`config.mk`:
```
export PLATFORM = sky130hd
export DESIGN_NAME = wdt_reload_timer
export DESIGN_NICKNAME = d
export VERILOG_FILES = /design/src/rtl/wdtm_pkg.sv /design/src/rtl/wdtm_ctrl.sv /design/src/rtl/wdtm_keyseq.sv /design/src/rtl/wdtm_counter.sv /design/src/rtl/wdt_reload_timer.sv
export SDC_FILE = /design/constraint.sdc
export NUM_CORES = 1
export LEC_CHECK = 0
export ABC_AREA = 1
export BUFFER_PORTS_ARGS = -buffer_cell sky130_fd_sc_hd__buf_2
export CAP_MARGIN = 10
export CORE_MARGIN = 1.5
export CORE_UTILIZATION = 59
export CTS_CLUSTER_DIAMETER = 150
export DETAILED_ROUTE_END_ITERATION = 10
export PLACE_DENSITY = 0.87
export SETUP_SLACK_MARGIN = 0.5
export SLEW_MARGIN = 20
export SYNTH_ARGS = -nofsm -noshare
export SYNTH_HDL_FRONTEND = slang
export SYNTH_SLANG_ARGS = --single-unit
```
`constraint.sdc`:
```
create_clock -name clk -period 3.8 [get_ports clk]
set_input_delay 0.19 -clock clk [delete_from_list [all_inputs] [get_ports clk]]
set_output_delay 0.19 -clock clk [all_outputs]
set_load 0.005 [all_outputs]
```
`src/rtl/wdtm_pkg.sv`:
```
package wdtm_pkg;
  localparam logic [1:0] SEL_CTRL   = 2'd0;
  localparam logic [1:0] SEL_RELOAD = 2'd1;
  localparam logic [1:0] SEL_COUNT  = 2'd2;

  localparam logic [3:0] KEY_GO  = 4'h3;
  localparam logic [3:0] KEY_ARM = 4'hC;

  typedef enum logic [1:0] {
    KS_IDLE   = 2'd0,
    KS_WANT_C = 2'd1,
    KS_WANT_3 = 2'd2
  } key_state_e;
endpackage

```
`src/rtl/wdtm_ctrl.sv`:
```
module wdtm_ctrl #(
  parameter int W = 8
) (
  input  logic         clk,
  input  logic         rst_n,
  input  logic         ctrl_wr_i,
  input  logic         reload_wr_i,
  input  logic [W-1:0] data_i,
  output logic         run_o,
  output logic         wdt_mode_o,
  output logic [W-1:0] reload_o
);
  logic         run_q, wdt_q;
  logic [W-1:0] reload_q;

  always_ff @(posedge clk or negedge rst_n) begin
    if (!rst_n) begin
      run_q    <= 1'b0;
      wdt_q    <= 1'b0;
      reload_q <= '0;
    end else begin
      if (ctrl_wr_i) begin
        run_q <= data_i[0];
        wdt_q <= wdt_q | data_i[1];
      end
      if (reload_wr_i) reload_q <= data_i;
    end
  end

  assign run_o      = run_q;
  assign wdt_mode_o = wdt_q;
  assign reload_o   = reload_q;


  mode_sticky_chk: assert property (@(posedge clk) disable iff (!rst_n)
    wdt_q |=> wdt_q);
endmodule

```
`src/rtl/wdtm_keyseq.sv`:
```
module wdtm_keyseq
  import wdtm_pkg::*;
(
  input  logic       clk,
  input  logic       rst_n,
  input  logic       key_wr_i,
  input  logic [3:0] key_i,
  output logic       started_o,
  output logic       service_o
);
  key_state_e st_q, st_d;

  always_comb begin
    st_d      = st_q;
    service_o = 1'b0;
    if (key_wr_i) begin
      unique case (st_q)
        KS_IDLE:   if (key_i == KEY_GO) st_d = KS_WANT_C;
        KS_WANT_C: st_d = (key_i == KEY_ARM) ? KS_WANT_3 : KS_WANT_C;
        KS_WANT_3: begin
          st_d      = KS_WANT_C;
          service_o = (key_i == KEY_GO);
        end
        default:   st_d = KS_IDLE;
      endcase
    end
  end

  always_ff @(posedge clk or negedge rst_n) begin
    if (!rst_n) st_q <= KS_IDLE;
    else        st_q <= st_d;
  end

  assign started_o = (st_q != KS_IDLE);


  key_no_restart_chk: assert property (@(posedge clk) disable iff (!rst_n)
    started_o |=> started_o);

  service_needs_arm_chk: assert property (@(posedge clk) disable iff (!rst_n)
    service_o |-> (st_q == KS_WANT_3));
endmodule

```
`src/rtl/wdtm_counter.sv`:
```
module wdtm_counter #(
  parameter int W = 8
) (
  input  logic         clk,
  input  logic         rst_n,
  input  logic         tick_i,
  input  logic         count_en_i,
  input  logic         load_i,
  input  logic [W-1:0] load_val_i,
  input  logic         service_i,
  input  logic [W-1:0] reload_i,
  input  logic         wdt_mode_i,
  output logic [W-1:0] cnt_o,
  output logic         ovf_o
);
  logic [W-1:0] cnt_q;
  logic         at_top, step;

  assign at_top = &cnt_q;
  assign step   = tick_i && count_en_i;
  assign ovf_o  = step && at_top && !load_i && !service_i;

  always_ff @(posedge clk or negedge rst_n) begin
    if (!rst_n)         cnt_q <= '0;
    else if (load_i)    cnt_q <= load_val_i;
    else if (service_i) cnt_q <= reload_i;
    else if (step)      cnt_q <= at_top ? reload_i : cnt_q + 1'b1;
  end

  assign cnt_o = cnt_q;


  ovf_reload_chk: assert property (@(posedge clk) disable iff (!rst_n)
    ovf_o |=> (cnt_q == $past(reload_i)));

  inc_step_chk: assert property (@(posedge clk) disable iff (!rst_n)
    (step && !at_top && !load_i && !service_i) |=> (cnt_q == $past(cnt_q) + 1'b1));

  wdt_hold_chk: assert property (@(posedge clk) disable iff (!rst_n)
    (wdt_mode_i && !service_i && !step) |=> $stable(cnt_q));
endmodule

```
`src/rtl/wdt_reload_timer.sv`:
```
module wdt_reload_timer
  import wdtm_pkg::*;
#(
  parameter int W = 8
) (
  input  logic         clk,
  input  logic         rst_n,
  input  logic         tick_i,
  input  logic         wr_en_i,
  input  logic [1:0]   wr_sel_i,
  input  logic [W-1:0] wr_data_i,
  output logic         irq_o,
  output logic         wdt_rst_o,
  output logic [W-1:0] count_o
);
  logic         run, wdt_mode, started, service, ovf;
  logic         cnt_wr;
  logic [W-1:0] reload;

  assign cnt_wr = wr_en_i && (wr_sel_i == SEL_COUNT);

  wdtm_ctrl #(.W(W)) u_ctrl (
    .clk         (clk),
    .rst_n       (rst_n),
    .ctrl_wr_i   (wr_en_i && (wr_sel_i == SEL_CTRL)),
    .reload_wr_i (wr_en_i && (wr_sel_i == SEL_RELOAD)),
    .data_i      (wr_data_i),
    .run_o       (run),
    .wdt_mode_o  (wdt_mode),
    .reload_o    (reload)
  );

  wdtm_keyseq u_keys (
    .clk       (clk),
    .rst_n     (rst_n),
    .key_wr_i  (cnt_wr && wdt_mode),
    .key_i     (wr_data_i[3:0]),
    .started_o (started),
    .service_o (service)
  );

  wdtm_counter #(.W(W)) u_cnt (
    .clk        (clk),
    .rst_n      (rst_n),
    .tick_i     (tick_i),
    .count_en_i (wdt_mode ? started : run),
    .load_i     (cnt_wr && !wdt_mode),
    .load_val_i (wr_data_i),
    .service_i  (service),
    .reload_i   (reload),
    .wdt_mode_i (wdt_mode),
    .cnt_o      (count_o),
    .ovf_o      (ovf)
  );

  assign irq_o     = ovf && !wdt_mode;
  assign wdt_rst_o = ovf && wdt_mode;


  pulse_excl_chk: assert property (@(posedge clk) disable iff (!rst_n)
    !(irq_o && wdt_rst_o));

  rst_only_wdt_chk: assert property (@(posedge clk) disable iff (!rst_n)
    wdt_rst_o |-> wdt_mode);
endmodule

```
### Word level (Yosys, flattened, before mapping)

Index checks and enable logic that the tools add are counted.

* register bits after elaboration: 20
* bits of input ports: 14

* mux-type cells: 10
* reduce and logical (&&, ||, !) cells: 20
* bitwise logic cells: 1
* add/subtract/negate cells: 1
* equality and inequality tests: 7

Operators with widths (count)
* 8-bit 2-to-1 mux: 4
* 1-bit logical AND: 11
* 8-bit by 1-bit adder with 8-bit output, second input constant: 1
* 8-bit AND reduction: 1
* 2-bit case mux with 3 select lines: 1
* 2-bit by 1-bit equality test with 1-bit output, second input constant: 2
* 2-bit equality test, second input constant: 2
* 4-bit by 2-bit equality test with 1-bit output, second input constant: 1
* 4-bit equality test, second input constant: 1
* 2-bit logical NOT: 2
* 2-bit 2-to-1 mux: 2
* 1-bit logical NOT: 3
* 1-bit 2-to-1 mux: 3
* 3-bit nonzero test: 1
* 2-bit by 1-bit != test with 1-bit output, second input constant: 1
* 2-bit AND reduction: 1
* 2-bit nonzero test: 1
* 1-bit bitwise OR: 1

### Longest topological paths before layout

Gate-level depths: netlist (run 1).

* depth after elaboration: 7
* mapped depth: 10

### Modules after synthesis

From an unflattened synthesis (run 1), not the netlist that was laid out.

* cells, all modules: 199
* area, all modules: 1278.7 sq um

By module, submodules not included
* wdtm_counter: area an instance 680.7 sq um, times used 1, cells each 114
* wdtm_ctrl: area an instance 381.6 sq um, times used 1, cells each 43
* wdtm_keyseq: area an instance 147.6 sq um, times used 1, cells each 26
* wdt_reload_timer: area an instance 68.8 sq um, times used 1, cells each 16

### Worst setup path before layout (run 1)

Ideal clock, no wire load.

* path kind: register to output
* start: register u_cnt.cnt_q[0], in the netlist u_cnt.cnt_o[0]
* end: output port wdt_rst_o
* required time: 3.610 ns
* slack: 2.430 ns
* stages on the path, launching flop included: 8
* data arrival time: 1.180 ns
* path through: dfrtp_1 -> ha_1 -> nand2_2 -> nor2_4 -> nand2_4 -> nor2_1 -> nand4_1 -> inv_1

* cells in the longest elaborated chain, start to end: 5

RTL lines
* from (decl): RTL line wdtm_counter.sv:16 `logic [W-1:0] cnt_q;`
* from (signal assigned): RTL line wdtm_counter.sv:25 `else if (load_i) cnt_q <= load_val_i;`
* from (signal assigned): RTL line wdtm_counter.sv:26 `else if (service_i) cnt_q <= reload_i;`
* from (signal assigned): RTL line wdtm_counter.sv:27 `else if (step) cnt_q <= at_top ? reload_i : cnt_q + 1'b1;`
* 8-bit AND reduction: RTL line wdtm_counter.sv:19 `assign at_top = &cnt_q;`
* 1-bit logical AND (3 in a row): RTL line wdtm_counter.sv:21 `assign ovf_o = step && at_top && !load_i && !service_i;`
* 1-bit logical AND: RTL line wdt_reload_timer.sv:57 `assign wdt_rst_o = ovf && wdt_mode;`
* to (decl): RTL line wdt_reload_timer.sv:13 `output logic wdt_rst_o,`

No other way between the ends.

### Final worst setup path (run 1)

Same ends and word-level chain as after synthesis.

==> impl_metrics.yaml, run 1 <==
cts:
  cts_sinks: 20
  cts_tree: "done"
  clk_pin_slew_ns: 0.12
  cts.path.max_buffers: 2
  cts_root_buf: "clkbuf_4"
  cts-htree-levels: 1
  clock_latency_ns: 0.31
  cts_buffers: 3
cells_and_area:
  layout_common_cells: "nand2_1 (78), inv_1 (25), nand3_1 (25)"
  layout-drive-gt1-share_pct: 23.1
  nNetsFinal: 245
  final_common_cell: "nand2_1"
  n_antenna_cell: 0
  area_delta_synth_final_pct: 14.2
pwr:
  power.density_mw_per_mm2: 417
  p_int_uw: 439
  ir_worst_vdd_uv: 263
  p_seq_share_pct: 43.9
  leakagePower_uw: 0.000934
  clkPwrFrac_pct: 26.7
  power_uw: 665
  switching_share_pct: 34.0
  switchingPower_uw: 226
  p_comb_share_pct: 29.4
floorplan:
  initial_core_util_pct: 62.5
  die-width_um: 51.7
  dieArea_mm2: 0.00267
  die_h_um: 51.7
  rows: 17
  io_pins: 24
  core_mm2: 0.00223
global_routing:
  grt_max_degree: 21
  overflow: 0
  grt_pass1_vias: 1185
  antenna_found_initial: 0
  grt_pass1_wl_um: 5150
  grtUsageTotal_pct: 25.9
timing:
  finalSetupViolations: 0
  worst_slew_pin_slew_ns: 0.479
  fmax_mhz: 526
  fin_setup_tns_ns: 0
  finalClockSkew_ns: 0.00964
  maxSlewViolCount: 0
  slew_headroom_pct: 67.9
  min_period_ns: 1.90
  layout_setup_ws_ns: 1.90
  rsz0062_at_grt: "false"
  hold_violations: 0
  hold_ws_ns: 0.143
  fin_crit_sh_pct: 50.0
critical_path:
  worstPathRequired_ns: 3.61
  r2r_slack_ns: 2.28
  arrival_ns: 1.71
  cp-end-kind: "output pin"
  cp_max_fo: 7
  path_class: "flop to output pin"
  setup.worst_path.start_class: "flop"
routing:
  dr.pass1.iters: 4
  final_antenna_net_count: 0
  drt_iter0_drc: 35
  wl_per_cell_um: 11.8
  drc_errors: 0
  via_per_inst: 5.31
  dr_total_vias: 1365
  wirelength_um: 3020
logic_synthesis:
  synth-xor-area-share_pct: 0.627
  syn_area_mm2: 0.00140
  synthCells: 203
  yosysTopAreaCell: "dfrtp_1"
  synthAdderAreaFrac_pct: 0.896
  synth_compound_area_share_pct: 7.08
  yosysSeqAreaShare_pct: 35.8
  synth_top_family_by_area: "simple AND/OR/NAND/NOR gates"
  synth_top_area_share_pct: 35.8
  synth-seq-cells: 20
  ys_warn_count: 0
  syn-num-nets: 218
  syn_area_per_cell_um2: 6.88
  synth-simple-area-share_pct: 44.4
  synth.area.top_cells: "dfrtp_1 (36%), nand2_1 (21%), nand3_1 (9.0%)"
  synth_mux_area_share_pct: 1.61
  synth_cell_type_count: 24
placement:
  io_buffers: 23
  dp_hpwl_um: 2240
  pre_cts_ws_ns: 2.24
  routabilityCongestion: 0.856
run_status:
  status: "completed"
hold_path:
  hold_class: "input port to flop"
job:
  drv_cap: 0
## synth_stat cells
library cell and number:
nand3b_1 2, mux2_2 2, nor2_1 6, inv_2 5, o21ai_0 12, o21ai_2 3
nand3_1 25, inv_4 1, nor2_2 1, nor4_1 1, dfrtp_1 20, clkbuf_1 1
nand2_4 2, inv_1 25, nand3_4 1, ha_1 1, xnor2_1 1, o21ai_1 1
nand4_1 2, o21a_1 1, nand2_1 78, nand2_2 5, nor2_4 6, buf_6 1
## kinds of logic (layout without fill, tap and decap cells)
family	count (synthesis)	after routing
compound gates	17	17
xor+xnor	1	1
fa+ha+maj	1	1
buf+inv	33	59
flops	20	20
mux	2	2
simple gates	129	129
## path summary, 6_finish.rpt
| path | startpoint | endpoint | cells after the start |
|---|---|---|---|
| setup / recovery | u_cnt.cnt_o[0]$_DFFE_PN0P_ | wdt_rst_o | 8 |
| hold / removal | wr_data_i[6] | u_ctrl.reload_o[6]$_DFFE_PN0P_ | 2 |
| setup reg to reg | u_cnt.cnt_o[0]$_DFFE_PN0P_ | u_cnt.cnt_o[0]$_DFFE_PN0P_ | 10 |
| hold reg to reg | u_ctrl.reload_o[5]$_DFFE_PN0P_ | u_ctrl.reload_o[5]$_DFFE_PN0P_ | 2 |
| max in group asynchronous | rst_n | u_keys.st_q[0]$_DFFE_PN0P_ | 2 |
| min in group asynchronous | rst_n | u_cnt.cnt_o[4]$_DFFE_PN0P_ | 2 |
## area by class of cell
cell class / instances / area [um2]
fill: 219 / 639
sequential: 20 / 500
timing repair buffer: 24 / 125
tap: 28 / 35.0
clock inverter: 1 / 30.0
clock buffer: 3 / 22.5
inverter: 31 / 119
multi-input combinational: 150 / 762
## per-stage QoR
step	utilization [%]	std cells	instance area, um2
final	71.4	257	1590
after global routing	71.4	257	1590
after detailed placement	68.6	252	1530
after floorplan	-	203	1400
after global placement	68.6	252	1530
after CTS	71.4	257	1590
## registers in the layout, indices dropped and copies added (netlist names)
name and cells:
u_cnt.cnt_o 8, u_ctrl.reload_o 8, u_keys.st_q 2, u_ctrl.run_o 1
u_ctrl.wdt_mode_o 1
## metal layers
layer	up-vias	routed length (um)	global-route usage (%)
li1	692	-	-
met1	632	1490	36.6
met2	36	1370	39.7
met3	5	128	4.31
met4	0	34	10.5
met5	-	0	0
## worst max-delay path: stages (launching register included)
cell and delay (ns):
dfrtp_1 0.44, ha_1 0.22, nand2_2 0.09, nor2_4 0.16, nand2_4 0.10, nor2_1 0.15, nand4_1 0.10, inv_1 0.06
buf_2 0.10
## power by group through the flow
| stage | clock network (uW) | logic (uW) | registers (uW) |
|---|---|---|---|
| 5_1_grt | 186 | 229 | 297 |
| 3_3_place_gp | 0 | 190 | 291 |
| 2_1_floorplan | 0 | 135 | 288 |
| 3_5_place_dp | 0 | 192 | 295 |
| 6_report | 178 | 196 | 292 |
| 4_1_cts | 179 | 197 | 290 |
## timing repair
item / CTS / global route
endpoints found under the hold margin: 20 / 0
resized for setup: 0 / 0
setup buffers: 0 / 0
hold buffers: 1 / 0
(Power assumes the default switching activity.)
==> run 2, diff against run 1 <==
CORE_UTILIZATION = 55   (was 59)
PLACE_DENSITY = 0.82   (was 0.87)
clock period = 1.9 ns   (was 3.8 ns; I/O delays follow)
==> impl_metrics.yaml, run 2 (synthesis gave the netlist of run 1 again) <==
global_routing:
  grt_pass1_vias: 1187
  grt_pass1_wl_um: 4930
  grt_max_degree: 21
  grtUsageTotal_pct: 23.8
  antenna_found_initial: 0
  overflow: 0
pwr:
  p_int_uw: 848
  switchingPower_uw: 484
  p_comb_share_pct: 37.2
  clkPwrFrac_pct: 19.4
  power.density_mw_per_mm2: 789
  p_seq_share_pct: 43.5
  leakagePower_uw: 0.000998
  switching_share_pct: 36.4
  ir_worst_vdd_uv: 704
  power_uw: 1330
routing:
  drt_iter0_drc: 26
  wirelength_um: 3140
  dr.pass1.iters: 4
  drc_errors: 0
  dr_total_vias: 1332
  wl_per_cell_um: 11.8
  via_per_inst: 4.99
  final_antenna_net_count: 0
cts:
  cts-htree-levels: 1
  cts_sinks: 20
  clk_pin_slew_ns: 0.12
  clock_latency_ns: 0.31
  cts_buffers: 3
  cts_root_buf: "clkbuf_4"
  cts_tree: "done"
  cts.path.max_buffers: 2
critical_path:
  cp_max_fo: 3
  path_class: "flop to output pin"
  cp_slowest_cell: "dfrtp_1"
  path_buf_inv: 2
  worstPathRequired_ns: 1.80
  cp-end-kind: "output pin"
  cp.depth: 8
  crit_family: "flip-flops"
  worstPathCellList: "ha_4 > nand2_4 > nor2_4 > nand2_4 > nor2_4 > nand4_1 > inv_1 > buf_2"
  setup.worst_path.start_class: "flop"
  max_stage_delay_ns: 0.41
  arrival_ns: 1.44
  reg2reg_depth: 9
cells_and_area:
  layout-drive-gt1-share_pct: 29.5
  multi_input_area_um2: 816
  n_antenna_cell: 0
  area_delta_synth_final_pct: 20.9
  nNetsFinal: 253
  final_area_mm2: 0.00169
  finalNonFillerCells: 267
  final-seq-area_um2: 502
  final_core_util_pct: 69.4
  n_fill_cell: 211
  final_common_cell: "nand2_1"
  layout_common_cells: "nand2_1 (77), nand3_1 (24), inv_1 (23), buf_2 (23), dfrtp_1 (19)"
placement:
  io_buffers: 23
  placed_area_mm2: 0.00153
  dp_hpwl_um: 2220
  dpl.cell_count: 254
  routabilityCongestion: 0.813
run_status:
  status: "completed"
floorplan:
  initial_core_util_pct: 57.4
  die_h_um: 53.4
  core_mm2: 0.00243
  dieArea_mm2: 0.00285
  io_pins: 24
  die-width_um: 53.4
  rows: 18
timing:
  worst_slew_pin_slew_ns: 0.485
  slew_headroom_pct: 67.6
  maxSlewViolCount: 0
  fin_setup_tns_ns: 0
  min_period_ns: 1.54
  hold_violations: 0
  rsz0062_at_grt: "true"
  finalClockSkew_ns: 0.00507
  fin_crit_sh_pct: 80.9
  fmax_mhz: 650
  finalSetupViolations: 0
hold_path:
  hold_class: "input port to flop"
  whs_path_depth: 2
job:
  drv_cap: 0
## run 2: changes by cell type in the layout (fill, tap and decap cells not counted), sizes merged
cell	previous run	this run
bufinv	1	0
nand3	26	27
buf	23	30
clkbuf	3	4
## run 2: final timing paths
path	startpoint	end	slack, ns
min in group asynchronous	rst_n	u_keys.st_q[1]$_DFFE_PN0P_	0.25
min	wr_data_i[6]	u_ctrl.reload_o[6]$_DFFE_PN0P_	0.05
max	u_cnt.cnt_o[0]$_DFFE_PN0P_	wdt_rst_o	0.36
max reg2reg	u_cnt.cnt_o[0]$_DFFE_PN0P_	u_cnt.cnt_o[2]$_DFFE_PN0P_	0.39
max in group asynchronous	rst_n	u_cnt.cnt_o[5]$_DFFE_PN0P_	1.31
min reg2reg	u_ctrl.reload_o[5]$_DFFE_PN0P_	u_ctrl.reload_o[5]$_DFFE_PN0P_	0.52
## run 2: final cells by class
cell class	count	share of cell area (%)
timing repair buffer	31	10.5
clock buffer	4	2.15
inverter	31	7.04
multi-input combinational	151	48.3
sequential	20	29.7
tap	30	2.22
## run 2: power by group through the flow
stage	Sequential (uW)	Clock, uW	Combinational [uW]
6_report	579	258	495
5_1_grt	588	268	563
4_1_cts	568	254	449
3_5_place_dp	587	0	383
3_3_place_gp	582	0	378
2_1_floorplan	576	0	271
## run 2: per-stage QoR
stage          hold WS (ns)  worst slack (ns)
2_1_floorplan        -0.201             0.580
3_3_place_gp         0.0713             0.502
3_5_place_dp         0.0779             0.460
4_1_cts              0.0516             0.334
5_1_grt              0.0505             0.275
6_report             0.0468             0.362
## run 2: routing by layer
layer  vias to the layer above  global-route usage, %  routed length (um)
li1                        709                      -                   -
met2                        32                   40.3                1510
met4                         0                   6.84                  31
met3                         4                   2.54                 126
met1                       587                   31.8                1470
met5                         -                      0                   0
## run 2: timing repair
item | CTS | global route
buffers inserted | 5 | 2
resized for setup | 4 | 9
endpoints found under the hold margin | 20 | 0
setup endpoints to repair | 7 | 10
hold buffers | 1 | 0
pin swaps | 4 | 4
gates cloned | 0 | 1
